===== config.mk =====
export PLATFORM = sky130hd
export DESIGN_NAME = irq_vector_unit
export DESIGN_NICKNAME = d
export VERILOG_FILES = /design/src/rtl/irq_pkg.sv /design/src/rtl/irq_key_edge.sv /design/src/rtl/irq_flag_bank.sv /design/src/rtl/irq_regs.sv /design/src/rtl/irq_vector_unit.sv
export SDC_FILE = /design/constraint.sdc
export NUM_CORES = 1
export LEC_CHECK = 0
export ABC_AREA = 1
export CAP_MARGIN = 20
export CORE_UTILIZATION = 48
export CTS_CLUSTER_DIAMETER = 30
export DETAILED_ROUTE_END_ITERATION = 8
export GPL_ROUTABILITY_DRIVEN = 0
export GPL_TIMING_DRIVEN = 0
export PLACE_DENSITY_LB_ADDON = 0.08
export SLEW_MARGIN = 40
export SYNTH_ARGS = -nofsm -noshare
export SYNTH_HDL_FRONTEND = slang
export SYNTH_SLANG_ARGS = --single-unit
export TNS_END_PERCENT = 50

===== constraint.sdc =====
create_clock -name clk -period 1.8 [get_ports clk]
set_input_delay 0.18 -clock clk [delete_from_list [all_inputs] [get_ports clk]]
set_output_delay 0.18 -clock clk [all_outputs]
set_load 0.1 [all_outputs]

===== src/rtl/irq_pkg.sv =====
package irq_pkg;

   localparam int NIB_W      = 4;
   localparam int KEY_GROUPS = 2;
   localparam int TMR_SLOTS  = 3;

   typedef struct packed {
      logic [TMR_SLOTS-1:0]  tmr;
      logic                  rc;
      logic [KEY_GROUPS-1:0] key;
   } src_vec_t;

   typedef enum logic [2:0] {
      SEL_NONE,
      SEL_FLAG_LO,
      SEL_FLAG_HI,
      SEL_MASK_LO,
      SEL_MASK_HI
   } reg_sel_e;

   function automatic logic [NIB_W-1:0] group_code(input src_vec_t f, input src_vec_t m);
      logic [NIB_W-1:0] c;
      c[3] = |(f.tmr & m.tmr);
      c[2] = f.rc & m.rc;
      c[1] = f.key[1] & m.key[1];
      c[0] = f.key[0] & m.key[0];
      return c;
   endfunction

endpackage


===== src/rtl/irq_key_edge.sv =====
module irq_key_edge #(
   parameter bit EDGE_ON_ENABLE = 1'b1
) (
   input  logic clk,
   input  logic rst_n,
   input  logic key_n_i,
   input  logic en_i,
   output logic set_o
);

   logic live;
   logic live_q;

   generate
      if (EDGE_ON_ENABLE) begin : g_gated
         assign live = ~key_n_i & en_i;
      end else begin : g_raw
         logic en_unused;
         assign en_unused = en_i;
         assign live      = ~key_n_i;
      end
   endgenerate

   always_ff @(posedge clk or negedge rst_n) begin
      if (!rst_n) live_q <= 1'b0;
      else        live_q <= live;
   end

   assign set_o = live & ~live_q;


   key_set_low_chk: assert property (@(posedge clk) disable iff (!rst_n)
      set_o |-> !key_n_i);


   key_no_repeat_chk: assert property (@(posedge clk) disable iff (!rst_n)
      set_o |=> !set_o);

endmodule


===== src/rtl/irq_flag_bank.sv =====
module irq_flag_bank #(
   parameter int W = 6
) (
   input  logic         clk,
   input  logic         rst_n,
   input  logic [W-1:0] set_i,
   input  logic [W-1:0] clr_i,
   output logic [W-1:0] flag_o
);

   logic [W-1:0] flag_q;

   generate
      for (genvar i = 0; i < W; i++) begin : g_bit
         always_ff @(posedge clk or negedge rst_n) begin
            if (!rst_n)        flag_q[i] <= 1'b0;
            else if (set_i[i]) flag_q[i] <= 1'b1;
            else if (clr_i[i]) flag_q[i] <= 1'b0;
         end
      end
   endgenerate

   assign flag_o = flag_q;


   flag_set_wins_chk: assert property (@(posedge clk) disable iff (!rst_n)
      (set_i != '0) |=> ((flag_q & $past(set_i)) == $past(set_i)));


   flag_sticky_chk: assert property (@(posedge clk) disable iff (!rst_n)
      (clr_i == '0) |=> ((flag_q & $past(flag_q)) == $past(flag_q)));

endmodule


===== src/rtl/irq_regs.sv =====
module irq_regs
   import irq_pkg::*;
#(
   parameter int             ADDR_W    = 8,
   parameter logic [ADDR_W-1:0] BASE_ADDR = 8'hF0,
   parameter int             NUM_TIMER = 3
) (
   input  logic              clk,
   input  logic              rst_n,
   input  logic [ADDR_W-1:0] addr_i,
   input  logic              wr_i,
   input  logic              rd_i,
   input  logic [NIB_W-1:0]  wdata_i,
   input  src_vec_t          flags_i,
   output src_vec_t          mask_o,
   output src_vec_t          clr_o,
   output logic [NIB_W-1:0]  rdata_o
);

   localparam logic [ADDR_W-1:0] A_FLAG_LO = BASE_ADDR;
   localparam logic [ADDR_W-1:0] A_FLAG_HI = BASE_ADDR + ADDR_W'(1);
   localparam logic [ADDR_W-1:0] A_MASK_LO = BASE_ADDR + ADDR_W'(2);
   localparam logic [ADDR_W-1:0] A_MASK_HI = BASE_ADDR + ADDR_W'(3);

   logic [TMR_SLOTS-1:0] tmr_valid;

   generate
      for (genvar i = 0; i < TMR_SLOTS; i++) begin : g_tvalid
         if (i < NUM_TIMER) begin : g_on
            assign tmr_valid[i] = 1'b1;
         end else begin : g_off
            assign tmr_valid[i] = 1'b0;
         end
      end
   endgenerate

   reg_sel_e sel;

   always_comb begin
      unique case (addr_i)
         A_FLAG_LO: sel = SEL_FLAG_LO;
         A_FLAG_HI: sel = SEL_FLAG_HI;
         A_MASK_LO: sel = SEL_MASK_LO;
         A_MASK_HI: sel = SEL_MASK_HI;
         default:   sel = SEL_NONE;
      endcase
   end

   logic [KEY_GROUPS-1:0] m_key_q;
   logic                  m_rc_q;
   logic [TMR_SLOTS-1:0]  m_tmr_q;
   logic                  wdata_spare_unused;

   assign wdata_spare_unused = wdata_i[3];

   always_ff @(posedge clk or negedge rst_n) begin
      if (!rst_n) begin
         m_key_q <= '0;
         m_rc_q  <= 1'b0;
         m_tmr_q <= '0;
      end else if (wr_i) begin
         if (sel == SEL_MASK_LO) begin
            m_key_q <= wdata_i[1:0];
            m_rc_q  <= wdata_i[2];
         end
         if (sel == SEL_MASK_HI) begin
            m_tmr_q <= wdata_i[2:0] & tmr_valid;
         end
      end
   end

   assign mask_o.key = m_key_q;
   assign mask_o.rc  = m_rc_q;
   assign mask_o.tmr = m_tmr_q;

   logic rd_flag_lo;
   logic rd_flag_hi;

   assign rd_flag_lo = rd_i && (sel == SEL_FLAG_LO);
   assign rd_flag_hi = rd_i && (sel == SEL_FLAG_HI);

   assign clr_o.key = {KEY_GROUPS{rd_flag_lo}};
   assign clr_o.rc  = rd_flag_lo;
   assign clr_o.tmr = {TMR_SLOTS{rd_flag_hi}};

   logic [NIB_W-1:0] rd_mux;

   always_comb begin
      case (sel)
         SEL_FLAG_LO: rd_mux = {1'b0, flags_i.rc, flags_i.key};
         SEL_FLAG_HI: rd_mux = {1'b0, flags_i.tmr};
         SEL_MASK_LO: rd_mux = {1'b0, m_rc_q, m_key_q};
         SEL_MASK_HI: rd_mux = {1'b0, m_tmr_q};
         default:     rd_mux = '0;
      endcase
   end

   logic [NIB_W-1:0] rdata_q;

   always_ff @(posedge clk or negedge rst_n) begin
      if (!rst_n)    rdata_q <= '0;
      else if (rd_i) rdata_q <= rd_mux;
   end

   assign rdata_o = rdata_q;


   mask_hi_wr_chk: assert property (@(posedge clk) disable iff (!rst_n)
      (wr_i && addr_i == A_MASK_HI) |=> (m_tmr_q == ($past(wdata_i[2:0]) & tmr_valid)));


   rdata_top_zero_chk: assert property (@(posedge clk) disable iff (!rst_n)
      rdata_o[3] == 1'b0);


   flag_wr_ignored_chk: assert property (@(posedge clk) disable iff (!rst_n)
      (wr_i && (addr_i == A_FLAG_LO || addr_i == A_FLAG_HI)) |=> $stable(mask_o));

endmodule


===== src/rtl/irq_vector_unit.sv =====
module irq_vector_unit
   import irq_pkg::*;
#(
   parameter int                ADDR_W             = 8,
   parameter logic [ADDR_W-1:0] BASE_ADDR          = 8'hF0,
   parameter int                NUM_TIMER          = 3,
   parameter bit                KEY_EDGE_ON_ENABLE = 1'b1
) (
   input  logic                  clk,
   input  logic                  rst_n,
   input  logic [NUM_TIMER-1:0]  tick_i,
   input  logic                  rc_evt_i,
   input  logic [KEY_GROUPS-1:0] key_n_i,
   input  logic [ADDR_W-1:0]     reg_addr_i,
   input  logic                  reg_wr_i,
   input  logic                  reg_rd_i,
   input  logic [NIB_W-1:0]      reg_wdata_i,
   output logic [NIB_W-1:0]      reg_rdata_o,
   output logic                  irq_req_o,
   input  logic                  irq_ack_i,
   output logic [NIB_W-1:0]      vec_lo_o
);

   localparam int FLAG_W = $bits(src_vec_t);

   generate
      if (NUM_TIMER < 1 || NUM_TIMER > TMR_SLOTS) begin : g_bad_timer
         $error("NUM_TIMER must lie between 1 and 3");
      end
      if (ADDR_W < 2) begin : g_bad_addr
         $error("ADDR_W must be at least 2");
      end
      if (BASE_ADDR[1:0] != 2'b00) begin : g_bad_base
         $error("BASE_ADDR must be aligned to four");
      end
   endgenerate

   src_vec_t set_v;
   src_vec_t flags;
   src_vec_t masks;
   src_vec_t clr_v;

   generate
      for (genvar i = 0; i < TMR_SLOTS; i++) begin : g_tick
         if (i < NUM_TIMER) begin : g_on
            assign set_v.tmr[i] = tick_i[i];
         end else begin : g_off
            assign set_v.tmr[i] = 1'b0;
         end
      end
      for (genvar k = 0; k < KEY_GROUPS; k++) begin : g_key
         irq_key_edge #(
            .EDGE_ON_ENABLE (KEY_EDGE_ON_ENABLE)
         ) u_edge (
            .clk     (clk),
            .rst_n   (rst_n),
            .key_n_i (key_n_i[k]),
            .en_i    (masks.key[k]),
            .set_o   (set_v.key[k])
         );
      end
   endgenerate

   assign set_v.rc = rc_evt_i;

   irq_flag_bank #(
      .W (FLAG_W)
   ) u_flags (
      .clk    (clk),
      .rst_n  (rst_n),
      .set_i  (set_v),
      .clr_i  (clr_v),
      .flag_o (flags)
   );

   irq_regs #(
      .ADDR_W    (ADDR_W),
      .BASE_ADDR (BASE_ADDR),
      .NUM_TIMER (NUM_TIMER)
   ) u_regs (
      .clk     (clk),
      .rst_n   (rst_n),
      .addr_i  (reg_addr_i),
      .wr_i    (reg_wr_i),
      .rd_i    (reg_rd_i),
      .wdata_i (reg_wdata_i),
      .flags_i (flags),
      .mask_o  (masks),
      .clr_o   (clr_v),
      .rdata_o (reg_rdata_o)
   );

   logic [NIB_W-1:0] live_code;
   logic [NIB_W-1:0] vec_q;

   assign live_code = group_code(flags, masks);
   assign irq_req_o = |(flags & masks);

   always_ff @(posedge clk or negedge rst_n) begin
      if (!rst_n)         vec_q <= '0;
      else if (irq_ack_i) vec_q <= live_code;
   end

   assign vec_lo_o = vec_q;


   vec_hold_chk: assert property (@(posedge clk) disable iff (!rst_n)
      !irq_ack_i |=> $stable(vec_lo_o));


   idle_ack_chk: assert property (@(posedge clk) disable iff (!rst_n)
      (irq_ack_i && !irq_req_o) |=> (vec_lo_o == '0));


   masked_off_chk: assert property (@(posedge clk) disable iff (!rst_n)
      (masks == '0) |-> !irq_req_o);


   read_clears_chk: assert property (@(posedge clk) disable iff (!rst_n)
      (reg_rd_i && reg_addr_i == BASE_ADDR && set_v.key == '0 && !rc_evt_i)
      |=> (flags.key == '0 && !flags.rc));

endmodule


## Word level (Yosys, flattened, before mapping)

Index checks and enable logic that the tools add are counted.

| storage, ports and cells | value |
|---|---|
| register bits | 22 |
| bits of input ports | 23 |

| cells by class | value |
|---|---|
| reductions and logical operators | 12 |
| equality and inequality tests | 8 |
| mux-type cells | 10 |
| bitwise gates (word level) | 13 |

Operators by type and width:

| cell | number |
|---|---|
| 8-bit == test, second input constant | 4 |
| 3-bit case mux with 4 select lines | 2 |
| 2-bit nonzero test | 6 |
| 1-bit two-way mux | 8 |
| 1-bit AND | 7 |
| 6-bit AND | 1 |
| 3-bit by 2-bit == test with 1-bit output, second input constant | 2 |
| 6-bit OR reduction | 1 |
| 1-bit inverter | 4 |
| 2-bit AND reduction | 2 |
| 3-bit AND | 1 |
| 3-bit by 1-bit == test with 1-bit output, second input constant | 1 |
| 3-bit == test, second input constant | 1 |
| 3-bit OR reduction | 1 |
| 1-bit logical AND | 2 |

## Longest topological paths before layout

| depth | value |
|---|---|
| depth after elaboration | 6 |
| depth in mapped cells | 7 |
| depth with buffers taken out | 7 |

## Cells and area by module

From an unflattened synthesis, not the netlist that was laid out.

| second synthesis, totals | value |
|---|---|
| cells, all modules | 157 |
| area, all modules | 1134.8 µm² |

Modules (own cells, without submodules):

| module | area an instance (µm²) | instances | cells each | sequential area each (µm²) |
|---|---|---|---|---|
| irq_regs | 613.1 | 1 | 90 | 225.2 |
| irq_flag_bank | 240.2 | 1 | 30 | 150.1 |
| irq_vector_unit | 191.4 | 1 | 27 | 100.1 |
| irq_key_edge | 45.0 | 2 | 5 | 25.0 |

## Least setup slack after synthesis

OpenSTA, ideal clock, no wires.

| timing path | value |
|---|---|
| path kind | register to output |
| start | register u_flags.flag_q[3] (netlist: u_flags.flag_o[3]) |
| end | output port irq_req_o |
| required time | 1.620 ns |
| buffers on the path | 0 |
| setup slack | 0.178 ns |
| data arrival time | 1.442 ns |
| stages on the path, launching flop included | 5 |
| cells stage by stage | dfrtp_1 nand2_1 nand3_1 inv_1 nand4_1 |

| between the ends | value |
|---|---|
| word-level cells in the longest chain between the ends | 2 |

Ends and longest elaborated chain:

| item | RTL line | RTL |
|---|---|---|
| from (decl) | irq_flag_bank.sv:11 | `logic [W-1:0] flag_q;` |
| from (signal, indexed assignment) | irq_flag_bank.sv:16 | `if (!rst_n) flag_q[i] <= 1'b0;` |
| from (signal, indexed assignment) | irq_flag_bank.sv:17 | `else if (set_i[i]) flag_q[i] <= 1'b1;` |
| from (signal, indexed assignment) | irq_flag_bank.sv:18 | `else if (clr_i[i]) flag_q[i] <= 1'b0;` |
| 6-bit AND | irq_vector_unit.sv:97 | `assign irq_req_o = \|(flags & masks);` |
| 6-bit OR reduction | irq_vector_unit.sv:97 |  |
| to (decl) | irq_vector_unit.sv:19 | `output logic irq_req_o,` |

No other way between the ends.

## Worst setup path in the final report

| timing path | value |
|---|---|
| start | register u_regs.m_tmr_q[0] |
| end | output port irq_req_o |

| between the ends | value |
|---|---|
| word-level cells in the longest chain between the ends | 2 |

Ends and longest elaborated chain:

| item | RTL line | RTL |
|---|---|---|
| from (decl) | irq_regs.sv:51 | `logic [TMR_SLOTS-1:0] m_tmr_q;` |
| from (signal assigned) | irq_regs.sv:67 | `m_tmr_q <= wdata_i[2:0] & tmr_valid;` |
| 6-bit AND | irq_vector_unit.sv:97 |  |
| 6-bit OR reduction | irq_vector_unit.sv:97 |  |

No other way between the ends.

==> results.md <==
- Max frequency: 0.636 GHz
- Die height: 48.2 um
- CP arrival: 1.39 ns
- CP Class: flip-flop to output port
- Pleak: 0.689 nW
- FF/Latch Area: 526 sq um
- DR iter-0 viols: 14
- Max Fanout on Critical Path: 3
- EDFF count, synth: 0
- Router iterations before antenna repair: 4
- Antenna Nets Post-Route: 0
- Area occupied by multi-input gates: 425 sq um
- Maximum vdd drop: 0.680 mV
- Io pins: 32
- First-pass GRT wire length: 3.12 mm
- GRT Residual Overflow: 0
- Total CTS buffers: 3
- Final net count: 184
- Vias: 920
- Port Buffers: 28
- Post-CTS resize count: 0
- Synth warn: 0
- Crit path time final: 1.57 ns
- Syn_nets: 150
- Vias per cell: 4.92
- Distinct cells, synth: 18
- Setup TNS: 0 ns
- Critical path endpoint category: output port
- Met2 wire length: 883 um
- Design area: 1330 sq um
- Antenna cells: 0
- Hold path cells: 3
- Met3 routed WL: 88 um
- Highest Signal Layer: met4
- Met1 WL: 906 um
- Register area share after synthesis: 51.4%
- Placed instance area: 1290 sq um
- R2R cell count: 4
- CP Launch Type: flip-flop
- Htree depth: 1
- Gr usage total: 19.5%
- DP Wirelength: 1.51 mm
- Synthesized area: 1020 sq um
- Initial antenna violation count: 0
- Final setup vio count: 0
- Clock root buffer: clkbuf_4
- Largest net degree at the start of global routing: 22
- Pwr dens: 693 nW/um^2
- Skew-Pair Late Insertion Delay: 0.30 ns
- Hold Fails Final Rpt: 0
- Most frequent cells in the layout: 38 x nand2_1, 21 x dfrtp_1, 19 x clkdlybuf4s50_1
- Die Width: 48.2 um
- Main synth FF type: dfrtp_1
- Required time worst endpoint: 1.62 ns
- Max-cap check violation count: 0
- Commonest non-fill, non-tap cell in the layout: nand2_1
- Tcrit/Tclk final: 87.4%
- Post-place setup slack: 0.271 ns
- Syn Inst Count: 127
- Vias in the first global route: 802
- Pwr Total: 0.000920 W
- Residual DRC: 0
- Syn Area/Cell: 8.05 sq um
- Status: finished clean
- Worst hold-check path type: primary input to flip-flop
- Layout fillers: 189
- Fraction of layout cells with a size suffix above 1: 13.8%
- Hold slack: 0.226 ns
- Pins Over Slew Limit: 0
- PnR worst setup slack: 0.227 ns
- Clock Skews: 0.00201 ns
- RSZ-0062 raised after global routing: no
- FF+latch count, synth: 21
- CTS Sinks: 21
- Final WL: 1.89 mm
- Post-DR wirelength/cell: 10.1 um
- Initial Util: 51.6%
- Core area: 1980 sq um
- Ys async rst share: 100%
- Die Area: 2320 sq um
- CTS tree: built
- Clock Tree Buf Depth: 2
- Layout area overhead: 30.0%
- # rows: 16
- Worst-path clk slew: 0.11 ns
[routing by layer]
layer / GRT usage (%) / vias up
met1: 24.6 / 414
met5: 0 / -
li1: - / 477
met3: 4.44 / 2
met2: 32.8 / 27
met4: 6.67 / 0
[repair_timing]
item	4_1_cts	5_1_grt
setup buffers	0	0
endpoints found under the hold margin	21	0
hold buffers	1	0
[kinds of logic after synthesis]
kind of cell / share of synthesized area (%)
other: 0.367
DFF: 51.4
buffers and inverters: 6.98
and+or+nand+nor: 29.5
AOI/OAI and AO/OA: 11.7
[per-stage QoR]
stage	utilization, %	instances
after floorplan	-	127
after global placement	67.4	182
after detailed placement	65.2	182
after CTS	67.0	187
after global routing	67.0	187
final	67.0	187
[state kept, by name, summed over array words and instances, names as in the netlist]
signal,cells
g_key.u_edge.live_q,2
u_regs.m_rc_q,1
u_regs.m_key_q,2
u_flags.flag_o,6
vec_lo_o,4
u_regs.rdata_o,3
u_regs.m_tmr_q,3
[report_power, final]
part	switching [W]	internal, W	total, W
logic	0.000132	0.0000638	0.000195
clock network	0.000138	0.0000828	0.000221
registers	0.0000126	0.000492	0.000504
[synth_stat cells, drive strengths merged, types with 2 or more instances]
master  count  share of area [%]
o21bai      4                2.9
inv        13                4.8
o21ai      11                5.4
dfrtp      21                 51
a21oi       4                2.0
nand3      13                6.4
nand2      39                 15
o31ai       2                1.5
nor2       15                8.0
buf         2                1.8
[path summary, 6_finish.rpt]
kind | startpoint | endpoint | slack, ns
hold / removal | irq_ack_i | vec_lo_o[2] | 0.23
min in group asynchronous | rst_n | u_regs.rdata_o[0] | 0.34
setup reg to reg | u_regs.m_key_q[0] | u_regs.rdata_o[0] | 0.94
hold reg to reg | g_key[1].u_edge.live_q | u_flags.flag_o[1] | 0.42
max in group asynchronous | rst_n | vec_lo_o[1] | 1.15
setup / recovery | u_regs.m_tmr_q[0] | irq_req_o | 0.23
[area by class of cell]
| cell class | instances | area share (%) |
|---|---|---|
| tap | 27 | 2.54 |
| clock buffer | 3 | 1.69 |
| clock inverter | 1 | 0.377 |
| multi-input combinational | 90 | 32.0 |
| timing repair buffer | 29 | 18.5 |
| sequential | 21 | 39.5 |
| buffer | 3 | 1.69 |
| inverter | 13 | 3.67 |
[worst max-delay path, cell delays in order (launching register included)]
cell,delay (ns)
dfrtp_1,0.40
nand2_1,0.06
nand3_1,0.09
inv_1,0.06
nand4_1,0.06
buf_2,0.42
Power figures use the tool's default switching activity.
